==> src/rtl/cfg_clear_pkg.sv <==
package cfg_clear_pkg;
  typedef enum logic [1:0] {
    ST_IDLE  = 2'd0,
    ST_REL1  = 2'd1,  // line released, wait INIT high (level)
    ST_PULL  = 2'd2,  // line low, poll INIT low
    ST_REL2  = 2'd3   // line released, wait INIT rising edge
  } clr_state_e;
endpackage

==> src/rtl/cfg_clear_sync.sv <==
module cfg_clear_sync #(
  parameter int unsigned WIDTH = 2
) (
  input  logic             clk_i,
  input  logic             rst_ni,
  input  logic [WIDTH-1:0] d_i,
  output logic [WIDTH-1:0] q_o
);
  logic [WIDTH-1:0] meta_q, sync_q;

  for (genvar g = 0; g < WIDTH; g++) begin : g_bit
    always_ff @(posedge clk_i or negedge rst_ni) begin
      if (!rst_ni) begin
        meta_q[g] <= 1'b0;
        sync_q[g] <= 1'b0;
      end else begin
        meta_q[g] <= d_i[g];
        sync_q[g] <= meta_q[g];
      end
    end
  end

  assign q_o = sync_q;
endmodule

==> src/rtl/cfg_clear_tick.sv <==
module cfg_clear_tick #(
  parameter int unsigned DIV = 1000
) (
  input  logic clk_i,
  input  logic rst_ni,
  input  logic clr_i,
  output logic tick_o
);
  localparam int unsigned CW = (DIV > 1) ? $clog2(DIV) : 1;
  localparam logic [CW-1:0] LAST = CW'(DIV - 1);

  logic [CW-1:0] cnt_q;

  always_ff @(posedge clk_i or negedge rst_ni) begin
    if (!rst_ni)               cnt_q <= '0;
    else if (clr_i)            cnt_q <= '0;
    else if (cnt_q == LAST)    cnt_q <= '0;
    else                       cnt_q <= cnt_q + 1'b1;
  end

  assign tick_o = (cnt_q == LAST);

  if (DIV > 1) begin : g_spacing

    tick_spacing_chk: assert property (@(posedge clk_i) disable iff (!rst_ni)
      tick_o |=> !tick_o);
  end
endmodule

==> src/rtl/cfg_clear_fsm.sv <==
module cfg_clear_fsm
  import cfg_clear_pkg::*;
#(
  parameter int unsigned POLL_MAX  = 100,
  parameter int unsigned TMO_TICKS = 200000
) (
  input  logic clk_i,
  input  logic rst_ni,
  input  logic start_i,
  input  logic init_i,
  input  logic tick_i,
  output logic clr_o,
  output logic prog_no,
  output logic busy_o,
  output logic ready_o,
  output logic err_o
);
  localparam int unsigned CNT_MAX = (POLL_MAX > TMO_TICKS) ? POLL_MAX : TMO_TICKS;
  localparam int unsigned CW      = $clog2(CNT_MAX + 1);
  localparam logic [CW-1:0] POLL_LAST = CW'(POLL_MAX - 1);
  localparam logic [CW-1:0] TMO_LAST  = CW'(TMO_TICKS - 1);

  clr_state_e  state_q, state_n;
  logic [CW-1:0] cnt_q, cnt_n;
  logic        ready_q, ready_n, err_q, err_n;
  logic        init_d_q;
  logic        init_rise;

  assign init_rise = init_i && !init_d_q;

  always_comb begin
    state_n = state_q;
    cnt_n   = cnt_q;
    ready_n = ready_q;
    err_n   = err_q;
    unique case (state_q)
      ST_IDLE: if (start_i) begin
        state_n = ST_REL1;
        cnt_n   = '0;
        ready_n = 1'b0;
        err_n   = 1'b0;
      end
      ST_REL1: begin
        if (init_i) begin
          state_n = ST_PULL;
          cnt_n   = '0;
        end else if (tick_i) begin
          if (cnt_q == TMO_LAST) begin
            state_n = ST_IDLE;
            err_n   = 1'b1;
          end else cnt_n = cnt_q + 1'b1;
        end
      end
      ST_PULL: if (tick_i) begin
        if (!init_i) begin
          state_n = ST_REL2;
          cnt_n   = '0;
        end else if (cnt_q == POLL_LAST) begin
          state_n = ST_IDLE;
          err_n   = 1'b1;
        end else cnt_n = cnt_q + 1'b1;
      end
      ST_REL2: begin
        if (init_rise) begin
          state_n = ST_IDLE;
          ready_n = 1'b1;
        end else if (tick_i) begin
          if (cnt_q == TMO_LAST) begin
            state_n = ST_IDLE;
            err_n   = 1'b1;
          end else cnt_n = cnt_q + 1'b1;
        end
      end
      default: state_n = ST_IDLE;
    endcase
  end

  always_ff @(posedge clk_i or negedge rst_ni) begin
    if (!rst_ni) begin
      state_q  <= ST_IDLE;
      cnt_q    <= '0;
      ready_q  <= 1'b0;
      err_q    <= 1'b0;
      init_d_q <= 1'b0;
    end else begin
      state_q  <= state_n;
      cnt_q    <= cnt_n;
      ready_q  <= ready_n;
      err_q    <= err_n;
      init_d_q <= init_i;
    end
  end

  // restart prescaler on every phase change so each window is exact
  assign clr_o   = (state_n != state_q);
  assign prog_no = (state_q != ST_PULL);
  assign busy_o  = (state_q != ST_IDLE);
  assign ready_o = ready_q;
  assign err_o   = err_q;


  prog_fall_chk: assert property (@(posedge clk_i) disable iff (!rst_ni)
    $fell(prog_no) |-> ($past(state_q) == ST_REL1 && $past(init_i)));


  ready_excl_chk: assert property (@(posedge clk_i) disable iff (!rst_ni)
    ready_o |-> (!busy_o && !err_o));


  start_ignored_chk: assert property (@(posedge clk_i) disable iff (!rst_ni)
    (busy_o && start_i && state_q != ST_IDLE) |=> (state_q != ST_REL1 || $past(state_q) == ST_REL1));


  err_origin_chk: assert property (@(posedge clk_i) disable iff (!rst_ni)
    $rose(err_o) |-> ($past(busy_o) && !busy_o && prog_no));


  cnt_bound_chk: assert property (@(posedge clk_i) disable iff (!rst_ni)
    (state_q == ST_PULL) |-> (cnt_q <= POLL_LAST));
endmodule

==> src/rtl/cfg_clear_seq.sv <==
module cfg_clear_seq #(
  parameter int unsigned TICK_DIV  = 1000,
  parameter int unsigned POLL_MAX  = 100,
  parameter int unsigned TMO_TICKS = 200000
) (
  input  logic clk_i,
  input  logic rst_ni,
  input  logic start_i,
  input  logic init_i,
  input  logic done_i,
  output logic prog_no,
  output logic busy_o,
  output logic ready_o,
  output logic err_o,
  output logic done_o
);
  logic [1:0] sync_q;
  logic       clr, tick;

  cfg_clear_sync #(.WIDTH(2)) u_sync (
    .clk_i (clk_i),
    .rst_ni(rst_ni),
    .d_i   ({done_i, init_i}),
    .q_o   (sync_q)
  );

  cfg_clear_tick #(.DIV(TICK_DIV)) u_tick (
    .clk_i (clk_i),
    .rst_ni(rst_ni),
    .clr_i (clr),
    .tick_o(tick)
  );

  cfg_clear_fsm #(.POLL_MAX(POLL_MAX), .TMO_TICKS(TMO_TICKS)) u_fsm (
    .clk_i  (clk_i),
    .rst_ni (rst_ni),
    .start_i(start_i),
    .init_i (sync_q[0]),
    .tick_i (tick),
    .clr_o  (clr),
    .prog_no(prog_no),
    .busy_o (busy_o),
    .ready_o(ready_o),
    .err_o  (err_o)
  );

  assign done_o = sync_q[1];
endmodule

==> config.mk <==
export PLATFORM = sky130hd
export DESIGN_NAME = cfg_clear_seq
export DESIGN_NICKNAME = d
export VERILOG_FILES = /design/src/rtl/cfg_clear_pkg.sv /design/src/rtl/cfg_clear_sync.sv /design/src/rtl/cfg_clear_tick.sv /design/src/rtl/cfg_clear_fsm.sv /design/src/rtl/cfg_clear_seq.sv
export SDC_FILE = /design/constraint.sdc
export NUM_CORES = 1
export LEC_CHECK = 0
export BUFFER_PORTS_ARGS = -buffer_cell sky130_fd_sc_hd__buf_2
export CORE_AREA = 2 2 62 64
export CTS_CLUSTER_DIAMETER = 100
export DETAILED_ROUTE_END_ITERATION = 7
export DIE_AREA = 0 0 64 66
export HOLD_SLACK_MARGIN = 0.02
export PLACE_DENSITY = 0.82
export SYNTH_ARGS = -nofsm -noshare
export SYNTH_HDL_FRONTEND = slang
export SYNTH_HIERARCHICAL = 1
export SYNTH_SLANG_ARGS = --single-unit
==> constraint.sdc <==
create_clock -name clk_i -period 4.3 [get_ports clk_i]
set_input_delay 0.43 -clock clk_i [delete_from_list [all_inputs] [get_ports clk_i]]
set_output_delay 0.43 -clock clk_i [all_outputs]
set_load 0.05 [all_outputs]
Yosys cells after proc, flatten, opt, wreduce, memory -nomap -nowiden
Index checks and enable logic that the tools add are counted.

Logic and storage cells: 67. Register bits: 37. Output and inout bits: 5. Bits of input ports: 5.

Reduce and logical (&&, ||, !) cells: 8. Eq/ne operators: 16. Mux-type cells: 31. $add $sub $neg: 2.

Operators with widths (count): $mux W18 (8); $pmux W18 S4 (1); $mux W10 (2); $add A18 B1 Y18 const B (1); $eq A18 B18 Y1 const B (1); $eq A18 B7 Y1 const B (1); $mux W2 (8); $ne A2 B2 Y1 const B (6); $add A10 B1 Y10 const B (1); $eq A10 B10 Y1 const B (1); $mux W1 (9); $pmux W2 S4 (1); $reduce_and A6 Y1 (1); $eq A2 B2 Y1 const B (2); $ne A2 B1 Y1 const B (2); $pmux W1 S4 (1); $reduce_and A4 Y1 (1); $reduce_bool A2 Y1 (2); $ne A3 B3 Y1 const B (1); $reduce_and A3 Y1 (1); $eq A2 B1 Y1 const B (1); $logic_not A2 Y1 (1); $ne A2 B2 Y1 (1); $pmux W1 S2 (1); other kinds (2) (2).

Longest topological paths before layout
Depth after elaboration: 7. Mapped depth: 10.

Modules after synthesis
Netlist, hierarchy kept.

Modules (own cells, without submodules): cfg_clear_fsm (times used 1, cells each 204, area an instance 1640.3 um2); cfg_clear_tick (times used 1, cells each 51, area an instance 509.2 um2); cfg_clear_sync (times used 1, cells each 4, area an instance 100.1 um2).

Worst setup path after synthesis
No wires, ideal clock.

Path kind: reg2reg. From: reg u_tick.cnt_q[0]. To: reg u_tick.cnt_q[3]. Data arrival time: 2465 ps. Setup time: 131 ps. Stages on the path, launching flop included: 11. Period minus slack after synthesis: 2597 ps. Slack: 1703 ps. Path buffers: 0. Data required time: 4169 ps. Cells stage by stage: dfrtp_1 ha_1 and2_1 nand3_1 nor3_1 inv_1 o311ai_2 o21ai_0 o211ai_1 o21bai_1 nor2_1.

Longest elaborated chain between the ends: 6.

Ends and longest elaborated chain: start, declared (RTL line cfg_clear_tick.sv:12) `logic [CW-1:0] cnt_q;`; start signal, assigned (RTL line cfg_clear_tick.sv:18) `else cnt_q <= cnt_q + 1'b1;`; $eq A10 B10 Y1 (*) (RTL line cfg_clear_tick.sv:21) `assign tick_o = (cnt_q == LAST);`; via tick (RTL line cfg_clear_seq.sv:18) `logic clr, tick;`; $mux W2 (RTL line cfg_clear_fsm.sv:47) `end else if (tick_i) begin`; $mux W2, on equally long branches (RTL line cfg_clear_fsm.sv:64, cfg_clear_fsm.sv:44); $pmux W2 S4 (*) (RTL line cfg_clear_fsm.sv:36) `unique case (state_q)`; $ne A2 B2 Y1 (*) (RTL line cfg_clear_fsm.sv:95) `assign clr_o = (state_n != state_q);`; via clr (RTL line cfg_clear_seq.sv:18); $mux W10 (*) (RTL line cfg_clear_tick.sv:16) `else if (clr_i) cnt_q <= '0;`.

The timed path passes the listed nets; every way through them passes the cells marked *. A chain may end at the register's enable or synchronous reset.

Final worst setup path
From: reg u_tick.cnt_q[0]. To: reg u_fsm.cnt_q[11].

Longest elaborated chain between the ends: 4.

Ends and longest elaborated chain: $eq A10 B10 Y1 (*) (RTL line cfg_clear_tick.sv:21); via tick (RTL line cfg_clear_seq.sv:18); $mux W18; $mux W18, on equally long branches; $pmux W18 S4; end signal, assigned (RTL line cfg_clear_fsm.sv:87) `cnt_q <= cnt_n;`; end, declared (RTL line cfg_clear_fsm.sv:24) `logic [CW-1:0] cnt_q, cnt_n;`.

The timed path passes the listed nets; every way through them passes the cells marked *. The select of a mux whose other input is x is not followed.

==> metrics.yaml <==
status: "complete, no violations"
dpl.hpwl_um: 3690
relSlewSlack: 0.416
tritoncts: "done"
max_freq_ghz: 0.302
cts_root_buf: "clkbuf_4"
start_kind: "register"
finalNonFillerCells: 313
grt_use_met1: 0.335
synth_edf_count: 0
grt_antenna_before_repair: 0
nNetsFinal: 271
cp.arrival_ns: 3.55
fin_skew_ns: 0.0159
path_clk_slew_ns: 0.12
maxCapViolCount: 0
setup_tns_ns: 0
synthCells: 259
clk_latency_ns: 0.36
crit_path_end_kind: "register"
areaGrowthSynthToFinish_pct: 5.17
num_antenna_cells: 0
io_pins: 10
use_met3: 0.0562
crit_type: "reg2reg"
worst_pin_slew_ns: 0.871
drt_iter0_drc: 174
yosysUniqueCellTypes: 53
wirelength_um: 5250
numCtsBuffers: 5
grt_pass1_wl_um: 8770
total_power_mw: 1.31
fin_crit_ns: 3.31
clock-sinks: 37
post_cts_buffers: 0
syn_avg_cell_area_um2: 8.69
vias: 2078
reg2reg_setup_slack_ns: 0.99
gr-usage-met2: 0.445
ys_ff_latch: 37
hold_buffers: 0
setup_viol: 0
dp_cells: 305
hold_viol_final: 0
core_area_um2: 3550
dieArea_um2: 4220
drive_gt1_frac: 0.117
die-width_um: 64
ys_seq_area_frac: 0.412
min_path_type: "in2async"
htree_levels: 2
rsz0062_at_grt: "no"
antenna_left: 0
start_util: 0.634
synthArstFlopShare: 1.00
overflow: 0
worstPathRequired_ns: 4.54
ys_warn_count: 6
wire_per_inst_um: 16.8
fin_crit_sh: 0.771
grt_use_total: 0.270
syn_nets: 266
busiest_layer: "met2"
io_buffers: 9
p_per_area_nw_per_um2: 553
gp_congestion: 0.879
irDropWorstVdd_mv: 0.228
die_y_um: 66
vias_per_cell: 6.64
firstDrtPassIters: 6
grt_pass1_vias: 1950
num-fill-cells: 295
p_leak_nw: 0.940
grt_max_degree: 38
slew_viol_final: 0
rows: 22
drc: 0
critical_path_peak_fanout: 9
synthFlopType: "dfrtp_1"
netlist_area_um2: 2250
cts-resized-gates: 0
clk_path_buf_depth: 2
## path summary, 6_finish.rpt
path,start,to,cells after the start
setup / recovery,u_tick/cnt_q[0],u_fsm/cnt_q[11],9
hold / removal,rst_ni,u_fsm/ready_o,1
setup reg to reg,u_tick/cnt_q[0],u_fsm/cnt_q[11],9
hold reg to reg,u_sync/meta_q[1],u_sync/q_o[1],0
max in group asynchronous,rst_ni,u_fsm/cnt_q[15],1
min in group clk_i,init_i,u_sync/meta_q[0],1
## power breakdown
group | internal (mW) | switching (mW) | leakage (nW) | total, mW
Sequential | 0.422 | 0.138 | 0.464 | 0.560
Clock | 0.0616 | 0.120 | 0.0310 | 0.182
Combinational | 0.199 | 0.368 | 0.445 | 0.567
Total | 0.682 | 0.627 | 0.940 | 1.31
## layout by cell type (no fill, tap or decap), types with 5 or more instances in the layout
cell and n:
buf_2 9, nand2b_1 8, o211ai_1 9, nor4_1 6, o21ai_0 14, dfrtp_1 37, nor2_1 19, nand4_1 5
nor3_1 6, nand3_1 22, a21oi_1 9, clkbuf_4 5, nand2_1 27, a31oi_1 11, inv_1 11
## worst max-delay path, stage by stage (launching register included)
cell and delay, ns:
dfrtp_1 0.46, ha_1 0.25, and2_1 0.20, nand3_1 0.15
nor3_1 0.60, or2_2 0.23, a31oi_1 0.10, a21oi_1 0.61
nand2_1 0.23, o311ai_0 0.36
## routing by layer
layer / up-vias / share of wire
li1: 982 / -
met2: 95 / 0.47
met5: - / 0
met4: 0 / 0.028
met3: 19 / 0.063
met1: 982 / 0.44
## logic make-up (layout without fill, tap and decap cells)
logic type,count (synthesis),after routing,synth area share
buffers and inverters,24,30,0.0445
DFF,37,37,0.412
xor gates and xnor gates,5,5,0.0195
AOI/OAI and AO/OA,71,71,0.221
and+or+nand+nor,119,119,0.288
adders and majority gates,2,2,0.0111
muxes,1,1,0.00501
## layout make-up
class                      instances  area (µm²)  share of cell area
multi-input combinational        198        1220               0.517
inverter                          11        41.3              0.0175
timing repair buffer              11        60.1              0.0254
clock buffer                       5        37.5              0.0159
clock inverter                     3        17.5             0.00740
tap                               48        60.1              0.0254
sequential                        37         926               0.391
## state kept, by name, summed over array words and instances, names as in the netlist
register / cells
u_sync/meta_q: 2
u_fsm/err_o: 1
u_fsm/cnt_q: 18
u_fsm/ready_o: 1
u_fsm/init_d_q: 1
u_tick/cnt_q: 10
u_sync/q_o: 2
u_fsm/state_q: 2
## per-stage QoR
stage          instance area (µm²)  setup WS (ns)  hold WS [ns]   util
2_1_floorplan                 2250           1.70         0.134      -
3_3_place_gp                  2310           1.28         0.333  0.651
3_5_place_dp                  2310           1.11         0.340  0.651
4_1_cts                       2370           1.05         0.158  0.666
5_1_grt                       2370          0.778         0.149  0.666
6_report                      2370          0.987         0.138  0.666
## cell usage after synthesis (2+ instances only)
cell type	count	area, µm²
nand2b_1	8	50.1
buf_2	2	10.0
nand3_1	22	110
or4_1	4	30.0
nor2_1	19	71.3
o221ai_1	2	17.5
a41oi_1	2	17.5
or4_4	2	22.5
a31oi_1	11	68.8
or2_2	3	18.8
inv_1	11	41.3
a32o_1	2	20.0
o21ai_0	14	70.1
dfrtp_1	37	926
nor3_1	6	30.0
o22ai_1	3	18.8
a21boi_0	3	22.5
and4_1	2	17.5
or3_1	3	18.8
o311ai_0	2	17.5
nand3b_1	2	15.0
a211oi_1	2	15.0
nand4_1	5	31.3
and3_1	2	12.5
nand2_1	27	101
ha_1	2	25.0
xor2_1	3	26.3
o31a_1	2	17.5
xnor2_1	2	17.5
nor4_1	6	37.5
a21oi_1	9	45.0
o211ai_1	9	67.6
clkbuf_1	10	37.5
Note: power is estimated with default switching activity, not from simulation.
